## src/rtl/dds_pkg.sv

```systemverilog
package dds_pkg;
    localparam int WORD_W     = 32;
    localparam int DESC_WORDS = 8;
    localparam int IDX_W      = $clog2(DESC_WORDS);

    typedef logic [DESC_WORDS-1:0][WORD_W-1:0] desc_words_t;

    typedef enum logic [1:0] {
        ST_IDLE = 2'd0,
        ST_BUSY = 2'd1,
        ST_DONE = 2'd2,
        ST_TMO  = 2'd3
    } chan_stat_e;

    typedef enum logic [2:0] {
        F_IDLE, F_REQ, F_WAIT, F_GO, F_XWAIT
    } seq_state_e;

    localparam logic [1:0] SEL_START = 2'd0;
    localparam logic [1:0] SEL_RESET = 2'd1;
    localparam logic [1:0] SEL_BASE  = 2'd2;
    localparam logic [1:0] SEL_LIMIT = 2'd3;

    typedef struct packed {
        logic        bswap;
        logic        dir;
        logic [1:0]  pwidth;
        logic        pincr_en;
        logic [1:0]  pincr_sz;
        logic [15:0] len;
        logic [31:0] paddr;
        logic [2:0]  acc_del;
        logic [2:0]  burst;
        logic        mode2d;
        logic [15:0] rows;
        logic [15:0] line_off;
        logic [15:0] row_len;
        logic [31:0] maddr;
    } xfer_par_t;
endpackage

```

## src/rtl/dds_decode.sv

```systemverilog
module dds_decode
    import dds_pkg::*;
(
    input  desc_words_t words,
    output xfer_par_t   par
);
    always_comb begin
        par          = '0;
        par.bswap    = words[0][0];
        par.dir      = words[0][1];
        par.pwidth   = words[0][3:2];
        par.len      = words[1][15:0];
        par.pincr_en = words[1][16];
        par.pincr_sz = words[1][18:17];
        par.paddr    = words[2];
        par.acc_del  = words[3][2:0];
        par.burst    = words[3][6:4];
        par.rows     = words[4][15:0];
        par.mode2d   = words[4][16];
        par.line_off = words[5][15:0];
        par.row_len  = words[5][31:16];
        par.maddr    = words[6];
    end
endmodule

```

## src/rtl/dds_next_addr.sv

```systemverilog
module dds_next_addr #(
    parameter int AW        = 32,
    parameter int SYS_SHIFT = 4
) (
    input  logic [31:0]   link_word,
    input  logic          in_sysmem,
    output logic          last,
    output logic [AW-1:0] next_addr
);
    localparam int PTR_W = 31;

    logic [PTR_W-1:0] ptr;
    logic [AW+SYS_SHIFT-1:0] wide;

    always_comb begin
        last = link_word[31];
        ptr  = link_word[PTR_W-1:0];
        wide = '0;
        if (in_sysmem) wide = (AW+SYS_SHIFT)'(ptr) << SYS_SHIFT;
        else           wide = (AW+SYS_SHIFT)'(ptr);
        next_addr = wide[AW-1:0];
    end
endmodule

```

## src/rtl/dds_xfer_timer.sv

```systemverilog
module dds_xfer_timer #(
    parameter int CW = 16
) (
    input  logic          clk,
    input  logic          rst_n,
    input  logic          clr,
    input  logic          run,
    input  logic [CW-1:0] limit,
    output logic          expired
);
    logic [CW-1:0] cnt_d, cnt_q;

    always_comb begin
        cnt_d = cnt_q;
        if (clr)                        cnt_d = '0;
        else if (run && cnt_q != '1)    cnt_d = cnt_q + 1'b1;
    end

    always_ff @(posedge clk or negedge rst_n) begin
        if (!rst_n) cnt_q <= '0;
        else        cnt_q <= cnt_d;
    end

    assign expired = run && (cnt_q == limit);
endmodule

```

## src/rtl/dma_desc_seq.sv

```systemverilog
module dma_desc_seq
    import dds_pkg::*;
#(
    parameter int AW        = 32,
    parameter int TMO_W     = 16,
    parameter int SYS_SHIFT = 4
) (
    input  logic          clk,
    input  logic          rst_n,
    input  logic          cfg_wr,
    input  logic [1:0]    cfg_sel,
    input  logic [31:0]   cfg_wdata,
    input  logic          list_sysmem,
    input  logic          periph_local,
    input  logic          stat_rd,
    output logic [1:0]    chan_stat,
    output logic          mem_rd_req,
    output logic [AW-1:0] mem_rd_addr,
    input  logic          mem_rd_valid,
    input  logic [31:0]   mem_rd_data,
    output logic          xfer_start,
    input  logic          xfer_done,
    output logic          xfer_abort,
    output logic          xfer_bswap,
    output logic          xfer_dir,
    output logic [1:0]    xfer_pwidth,
    output logic          xfer_pincr_en,
    output logic [1:0]    xfer_pincr_sz,
    output logic [15:0]   xfer_len,
    output logic [31:0]   xfer_paddr,
    output logic [2:0]    xfer_acc_del,
    output logic [2:0]    xfer_burst,
    output logic          xfer_2d,
    output logic [15:0]   xfer_rows,
    output logic [15:0]   xfer_line_off,
    output logic [15:0]   xfer_row_len,
    output logic [31:0]   xfer_maddr
);
    localparam int BYTE_SH = $clog2(WORD_W / 8);

    typedef struct packed {
        seq_state_e    fsm;
        chan_stat_e    stat;
        logic [AW-1:0] base;
        logic [AW-1:0] ptr;
        logic [IDX_W-1:0] idx;
        logic [TMO_W-1:0] limit;
        logic          sys;
        logic          loc;
        desc_words_t   words;
    } seq_t;

    seq_t d, q;

    xfer_par_t     par;
    logic          last;
    logic [AW-1:0] next_addr;
    logic          expired;
    logic          cmd_start, cmd_reset, cmd_base, cmd_limit;

    dds_decode u_decode (.words(q.words), .par(par));

    dds_next_addr #(.AW(AW), .SYS_SHIFT(SYS_SHIFT)) u_next (
        .link_word (q.words[DESC_WORDS-1]),
        .in_sysmem (q.sys),
        .last      (last),
        .next_addr (next_addr)
    );

    dds_xfer_timer #(.CW(TMO_W)) u_timer (
        .clk     (clk),
        .rst_n   (rst_n),
        .clr     (q.fsm == F_GO),
        .run     (q.fsm == F_XWAIT),
        .limit   (q.limit),
        .expired (expired)
    );

    assign cmd_start = cfg_wr && (cfg_sel == SEL_START);
    assign cmd_reset = cfg_wr && (cfg_sel == SEL_RESET);
    assign cmd_base  = cfg_wr && (cfg_sel == SEL_BASE);
    assign cmd_limit = cfg_wr && (cfg_sel == SEL_LIMIT);

    always_comb begin
        d = q;
        if (cmd_base)  d.base  = cfg_wdata[AW-1:0];
        if (cmd_limit) d.limit = cfg_wdata[TMO_W-1:0];
        case (q.fsm)
            F_IDLE: begin
                if (cmd_start && q.stat == ST_IDLE) begin
                    d.stat = ST_BUSY;
                    d.fsm  = F_REQ;
                    d.ptr  = q.base;
                    d.idx  = '0;
                    d.sys  = list_sysmem;
                    d.loc  = periph_local;
                end
            end
            F_REQ: d.fsm = F_WAIT;
            F_WAIT: begin
                if (mem_rd_valid) begin
                    d.words[q.idx] = mem_rd_data;
                    d.idx          = q.idx + 1'b1;
                    d.fsm          = (q.idx == IDX_W'(DESC_WORDS-1)) ? F_GO : F_REQ;
                end
            end
            F_GO: d.fsm = F_XWAIT;
            F_XWAIT: begin
                if (xfer_done) begin
                    if (last || (q.sys && q.loc)) begin
                        d.fsm  = F_IDLE;
                        d.stat = ST_DONE;
                    end else begin
                        d.fsm = F_REQ;
                        d.ptr = next_addr;
                        d.idx = '0;
                    end
                end else if (expired) begin
                    d.fsm  = F_IDLE;
                    d.stat = ST_TMO;
                end
            end
            default: d.fsm = F_IDLE;
        endcase
        if (stat_rd && q.stat[1]) d.stat = ST_IDLE;
        if (cmd_reset) begin
            d.fsm  = F_IDLE;
            d.stat = ST_IDLE;
            d.idx  = '0;
        end
    end

    always_ff @(posedge clk or negedge rst_n) begin
        if (!rst_n) begin
            q       <= '0;
            q.fsm   <= F_IDLE;
            q.stat  <= ST_IDLE;
            q.limit <= '1;
        end else begin
            q <= d;
        end
    end

    assign chan_stat   = q.stat;
    assign mem_rd_req  = (q.fsm == F_REQ);
    assign mem_rd_addr = q.ptr + (AW'(q.idx) << BYTE_SH);
    assign xfer_start  = (q.fsm == F_GO);
    assign xfer_abort  = (q.fsm == F_XWAIT) && ((expired && !xfer_done) || cmd_reset);

    assign xfer_bswap    = par.bswap;
    assign xfer_dir      = par.dir;
    assign xfer_pwidth   = par.pwidth;
    assign xfer_pincr_en = par.pincr_en;
    assign xfer_pincr_sz = par.pincr_sz;
    assign xfer_len      = par.len;
    assign xfer_paddr    = par.paddr;
    assign xfer_acc_del  = par.acc_del;
    assign xfer_burst    = par.burst;
    assign xfer_2d       = par.mode2d;
    assign xfer_rows     = par.rows;
    assign xfer_line_off = par.line_off;
    assign xfer_row_len  = par.row_len;
    assign xfer_maddr    = par.maddr;
endmodule

```

## config.mk

```make
export PLATFORM = sky130hd
export DESIGN_NAME = dma_desc_seq
export DESIGN_NICKNAME = d
export VERILOG_FILES = /design/src/rtl/dds_pkg.sv /design/src/rtl/dds_decode.sv /design/src/rtl/dds_next_addr.sv /design/src/rtl/dds_xfer_timer.sv /design/src/rtl/dma_desc_seq.sv
export SDC_FILE = /design/constraint.sdc
export NUM_CORES = 1
export LEC_CHECK = 0
export ABC_AREA = 0
export CAP_MARGIN = 10
export CELL_PAD_IN_SITES_DETAIL_PLACEMENT = 0
export CELL_PAD_IN_SITES_GLOBAL_PLACEMENT = 1
export CORE_MARGIN = 2
export CORE_UTILIZATION = 44
export DETAILED_ROUTE_END_ITERATION = 6
export GPL_ROUTABILITY_DRIVEN = 0
export GPL_TIMING_DRIVEN = 1
export PLACE_DENSITY_LB_ADDON = 0.3
export SLEW_MARGIN = 40
export SYNTH_ARGS = -nofsm -noshare
export SYNTH_HDL_FRONTEND = slang
export SYNTH_HIERARCHICAL = 1
export SYNTH_SLANG_ARGS = --single-unit
```

## constraint.sdc

```tcl
create_clock -name clk -period 5.89 [get_ports clk]
set_input_delay 1.767 -clock clk [delete_from_list [all_inputs] [get_ports clk]]
set_output_delay 1.767 -clock clk [all_outputs]
set_load 0.1 [all_outputs]
```

==> results of run 1 <==
==> critical path: stages (launching register included) <==
cell      delay, ps
dfrtp_1         670
inv_1           230
fa_1            490
nand2b_1        200
a211oi_1        350
and3_1          290
nand3_1         110
xnor2_1         170
buf_4           320
==> cell usage in the layout (no fill, tap or decap), types with 13 or more instances in the layout <==
master	count
dfstp_2	16
buf_4	34
nand2_1	54
clkdlybuf4s50_1	72
xnor2_1	33
mux2_4	25
nand4_1	14
nor2_1	14
a21oi_1	19
inv_1	13
mux2_2	224
nand3_1	19
o21ai_0	37
buf_2	151
mux2i_1	33
dfrtp_1	262
clkbuf_16	31
==> cell type report <==
type / instances / area (µm²)
Clock buffer: 48 / 930
Sequential cell: 280 / 7030
Clock inverter: 10 / 129
Multi-Input combinational cell: 584 / 5180
Fill cell: 2696 / 14900
Tap cell: 396 / 495
Inverter: 13 / 48.8
Timing Repair Buffer: 263 / 1830
==> metal layers <==
metal / GRT usage [%] / up-vias / routed length (µm)
met5: 0 / - / 0
met4: 4.33 / 0 / 646
met3: 4.58 / 42 / 1960
met2: 30.8 / 206 / 14200
met1: 27.1 / 4096 / 14300
li1: - / 3786 / -
==> state kept, by name, indices dropped and copies added, names as in the netlist <==
signal	count
q	262
u_timer/cnt_q	16
chan_stat	2
==> metrics by stage <==
stage               hold slack (ps)  total power [µW]  cells
floorplan                       451              5200   1072
global placement                475              5720   1534
detailed placement              470              5590   1536
CTS                             483              7600   1594
global route                    508              7830   1594
finish                          482              7520   1594
==> where the power goes <==
| part | internal [µW] | switching [µW] | leakage [µW] |
|---|---|---|---|
| registers | 2260 | 324 | 0.00370 |
| clock network | 1210 | 773 | 0.000527 |
| logic | 647 | 2310 | 0.00346 |
==> worst paths after layout <==
check	startpoint	endpoint
setup / recovery	q[275]	mem_rd_addr[18]
hold / removal	q[277]	q[277]
setup reg to reg	q[345]	q[163]
hold reg to reg	q[277]	q[277]
max in group asynchronous	rst_n	q[257]
min in group asynchronous	rst_n	q[70]
==> results.json, run 1 <==
{
  "run_status": "finished, final reports clean",
  "rows": 64,
  "antenna_left": 0,
  "number_of_sinks_on_the_clock_net": 280,
  "floorplan.initialDensity_pct": 44.6,
  "avgViaCountPerCell": 5.10,
  "global_route.overflow_total": 0,
  "area_growth_pct": 15.0,
  "power_per_cell_area_nw_per_um2": 481,
  "final_hold_viol_count": 0,
  "h-tree-depth": 1,
  "worst_setup_path_end_kind": "output pin",
  "drt_iter0_drc": 403,
  "worst-slew-pin-transition_ps": 733,
  "route.detailed.wl_per_inst_um": 19.5,
  "vias_in_the_first_global_route": 8530,
  "worst_hold_path_type": "flop to flop",
  "die_boundary_width_um": 180,
  "r2r_slack_ps": 3230,
  "totalWireLength_um": 31100,
  "layout-drive-gt1-share_pct": 43.7,
  "dr.pass1.iters": 4,
  "core_region_area_um2": 30500,
  "clock.fmax_mhz": 193,
  "postLayoutCellArea_um2": 15600,
  "max_cap_violations": 0,
  "dieHeight_um": 180,
  "clockRootBuffer": "clkbuf_16",
  "layout_setup_ws_ps": 717,
  "worstPathRequired_ps": 4120,
  "final_util_pct": 51.3,
  "setup_viol_count_final": 0,
  "timing.setup.critical_path_class": "flop to output pin",
  "design.die.area_um2": 32300,
  "critical_path.max_fanout": 10,
  "syn_area_um2": 13600,
  "antenna_cells": 0,
  "via_count": 8130,
  "clock-skew-final_ps": 10.8,
  "crit_arrival_ps": 3410,
  "number_of_buffers_inserted_during_clock_tree_synthesis": 31,
  "leakage_component_of_the_power_uw": 0.00769,
  "post_synth.cell_area_avg_um2": 12.7,
  "power.ir.vdd_worst_mv": 0.323,
  "final_period_minus_worst_setup_slack_ps": 5170,
  "post-dp-hpwl_um": 22000,
  "critical_path.startpoint_type": "flop",
  "final_net_count": 1254,
  "rsz0062_at_grt": "false",
  "r2r_cells": 6,
  "post_cts_resize_count": 0,
  "floorplan.io_pins": 253,
  "io_buffer_count": 252,
  "min_period_over_period_pct": 87.8,
  "drc_errors": 0,
  "cts_hold_repair.buffers": 0,
  "grtUsageTotal_pct": 19.4,
  "dpl-instance-area_um2": 14600,
  "maxSlewViolCount": 0,
  "synth_warnings": 6,
  "grt_max_degree": 123,
  "synth_fp_nets": 1153,
  "post-place-ws_ps": 894,
  "first_pass_grt_wire_length_um": 50100,
  "post_synth_inst_count": 1072,
  "fin_setup_tns_ps": 0,
  "clock_path_buffers": 3,
  "post-cts-setup-buffers": 0,
  "clk_transition_reported_paths_ps": 60,
  "initial_antenna_violation_count": 0,
  "cts_tree": "yes",
  "hold_depth": 2,
  "relSlewSlack_pct": 51.0,
  "worstSkewPairLatency_ps": 560
}
(Power assumes the default switching activity.)
==> run 2: changes to the inputs <==
--- a/config.mk
+++ b/config.mk
@@ -11,6 +11,7 @@
 export CELL_PAD_IN_SITES_GLOBAL_PLACEMENT = 1
 export CORE_MARGIN = 2
 export CORE_UTILIZATION = 44
+export CTS_CLUSTER_SIZE = 24
 export DETAILED_ROUTE_END_ITERATION = 6
 export GPL_ROUTABILITY_DRIVEN = 0
 export GPL_TIMING_DRIVEN = 1
==> results.json, run 2 (synthesized netlist as in run 1, its figures left out) <==
{
  "cts_hold_repair.buffers": 0,
  "critPathLaunch": "q[275]",
  "worstPathRequired_ps": 4120,
  "worst_setup_path_end_kind": "output pin",
  "critical_path.max_fanout": 10,
  "post-dp-hpwl_um": 22000,
  "post-place-ws_ps": 894,
  "antenna_left": 0,
  "final_net_count": 1254,
  "grt_max_degree": 123,
  "worst-slew-pin-transition_ps": 745,
  "mostFrequentLayoutCell": "dfrtp_1",
  "largest_register_ff_count": 262,
  "worst_hold_path_type": "flop to flop",
  "clk_transition_reported_paths_ps": 60,
  "avgViaCountPerCell": 5.12,
  "via_count": 8160,
  "dr.pass1.iters": 4,
  "num-fill-cells": 2698,
  "drc_errors": 0,
  "clock_path_buffers": 3,
  "crit_path_max_incr_delay_ps": 670,
  "power_per_cell_area_nw_per_um2": 479,
  "r2r_slack_ps": 3230,
  "max_cap_violations": 0,
  "run_status": "finished, final reports clean",
  "relSlewSlack_pct": 50.2,
  "die_boundary_width_um": 180,
  "design.die.area_um2": 32300,
  "initial_antenna_violation_count": 0,
  "layout_setup_ws_ps": 719,
  "final_period_minus_worst_setup_slack_ps": 5170,
  "core_region_area_um2": 30500,
  "r2r_cells": 6,
  "drt_iter0_drc": 398,
  "floorplan.initialDensity_pct": 44.6,
  "worstSkewPairLatency_ps": 550,
  "crit_path_cell_trace": "inv_1 -> fa_1 -> nand2b_1 -> a211oi_1 -> and3_1 -> nand3_1 -> xnor2_1 -> buf_4",
  "rows": 64,
  "global_route.overflow_total": 0,
  "min_period_over_period_pct": 87.8,
  "fin_setup_tns_ps": 0,
  "critical_path.startpoint_type": "flop",
  "vias_in_the_first_global_route": 8520,
  "r2r-end": "q[163]",
  "clockRootBuffer": "clkbuf_16",
  "timing.setup.critical_path_class": "flop to output pin",
  "most-common-layout-cells": "dfrtp_1, mux2_2, buf_2",
  "area_growth_pct": 14.9,
  "io_buffer_count": 252,
  "number_of_sinks_on_the_clock_net": 280,
  "layout-drive-gt1-share_pct": 43.7,
  "power.ir.vdd_worst_mv": 0.323,
  "floorplan.io_pins": 253,
  "leakage_component_of_the_power_uw": 0.00768,
  "final_hold_viol_count": 0,
  "first_pass_grt_wire_length_um": 50000,
  "grtUsageTotal_pct": 19.4,
  "cts_tree": "yes",
  "clock-skew-final_ps": 9.92,
  "crit-reg2reg-launch": "q[345]",
  "clock.fmax_mhz": 193,
  "top_register": "q",
  "maxSlewViolCount": 0,
  "totalWireLength_um": 31100,
  "antenna_cells": 0,
  "h-tree-depth": 1,
  "cp_slowest_cell": "dfrtp_1",
  "setup_viol_count_final": 0,
  "route.detailed.wl_per_inst_um": 19.5,
  "crit_path_end": "mem_rd_addr[18]",
  "number_of_buffers_inserted_during_clock_tree_synthesis": 31,
  "dieHeight_um": 180,
  "finalPower_uw": 7490,
  "register_area_um2": 7030,
  "multiInputGateArea_um2": 5180,
  "rsz0062_at_grt": "false",
  "post_cts_resize_count": 0,
  "post-cts-setup-buffers": 0,
  "crit_arrival_ps": 3400
}
-- run 2: metrics by stage --
step | cells | util (%) | hold WS [ps] | area, µm²
global placement | 1534 | 50.1 | 475 | 15300
global route | 1594 | 51.2 | 508 | 15600
CTS | 1594 | 51.2 | 483 | 15600
detailed placement | 1536 | 47.8 | 470 | 14600
finish | 1594 | 51.2 | 482 | 15600
floorplan | 1072 | - | 451 | 13600
-- run 2: worst min-delay path by stage --
stage,depth (start not counted),slack (ps),to,startpoint
2_1_floorplan,2,450,q[277],q[277]
3_3_place_gp,1,470,q[35],q[35]
3_5_place_dp,2,470,q[277],q[277]
4_1_cts,2,480,q[277],q[277]
5_1_grt,1,510,q[68],q[68]
6_report,2,480,q[277],q[277]
-- run 2: critical path, delay by kind of cell (launching register included) --
kind	cells	cell delay, ps
flip-flops	1	670
AND/OR/NAND/NOR	3	600
buffers and inverters	2	560
adder cells (fa/ha/maj)	1	490
AO/OA/AOI/OAI	1	350
XOR/XNOR	1	170
-- run 2: routing by layer --
layer	part of all wire [%]	GRT usage (%)
met5	0	0
met4	2.0	4.29
met3	6.1	4.54
met2	46	30.7
met1	46	27.1
-- run 2: final cells by class --
| type | instances | share of cell area [%] |
|---|---|---|
| Clock inverter | 9 | 0.648 |
| Sequential cell | 280 | 45.0 |
| Timing Repair Buffer | 263 | 11.7 |
| Tap cell | 396 | 3.17 |
| Multi-Input combinational cell | 584 | 33.1 |
| Clock buffer | 49 | 6.04 |
| Inverter | 13 | 0.312 |
-- run 2: where the power goes --
group,switching (µW),internal [µW]
Combinational,2310,647
Sequential,326,2260
Clock,774,1180
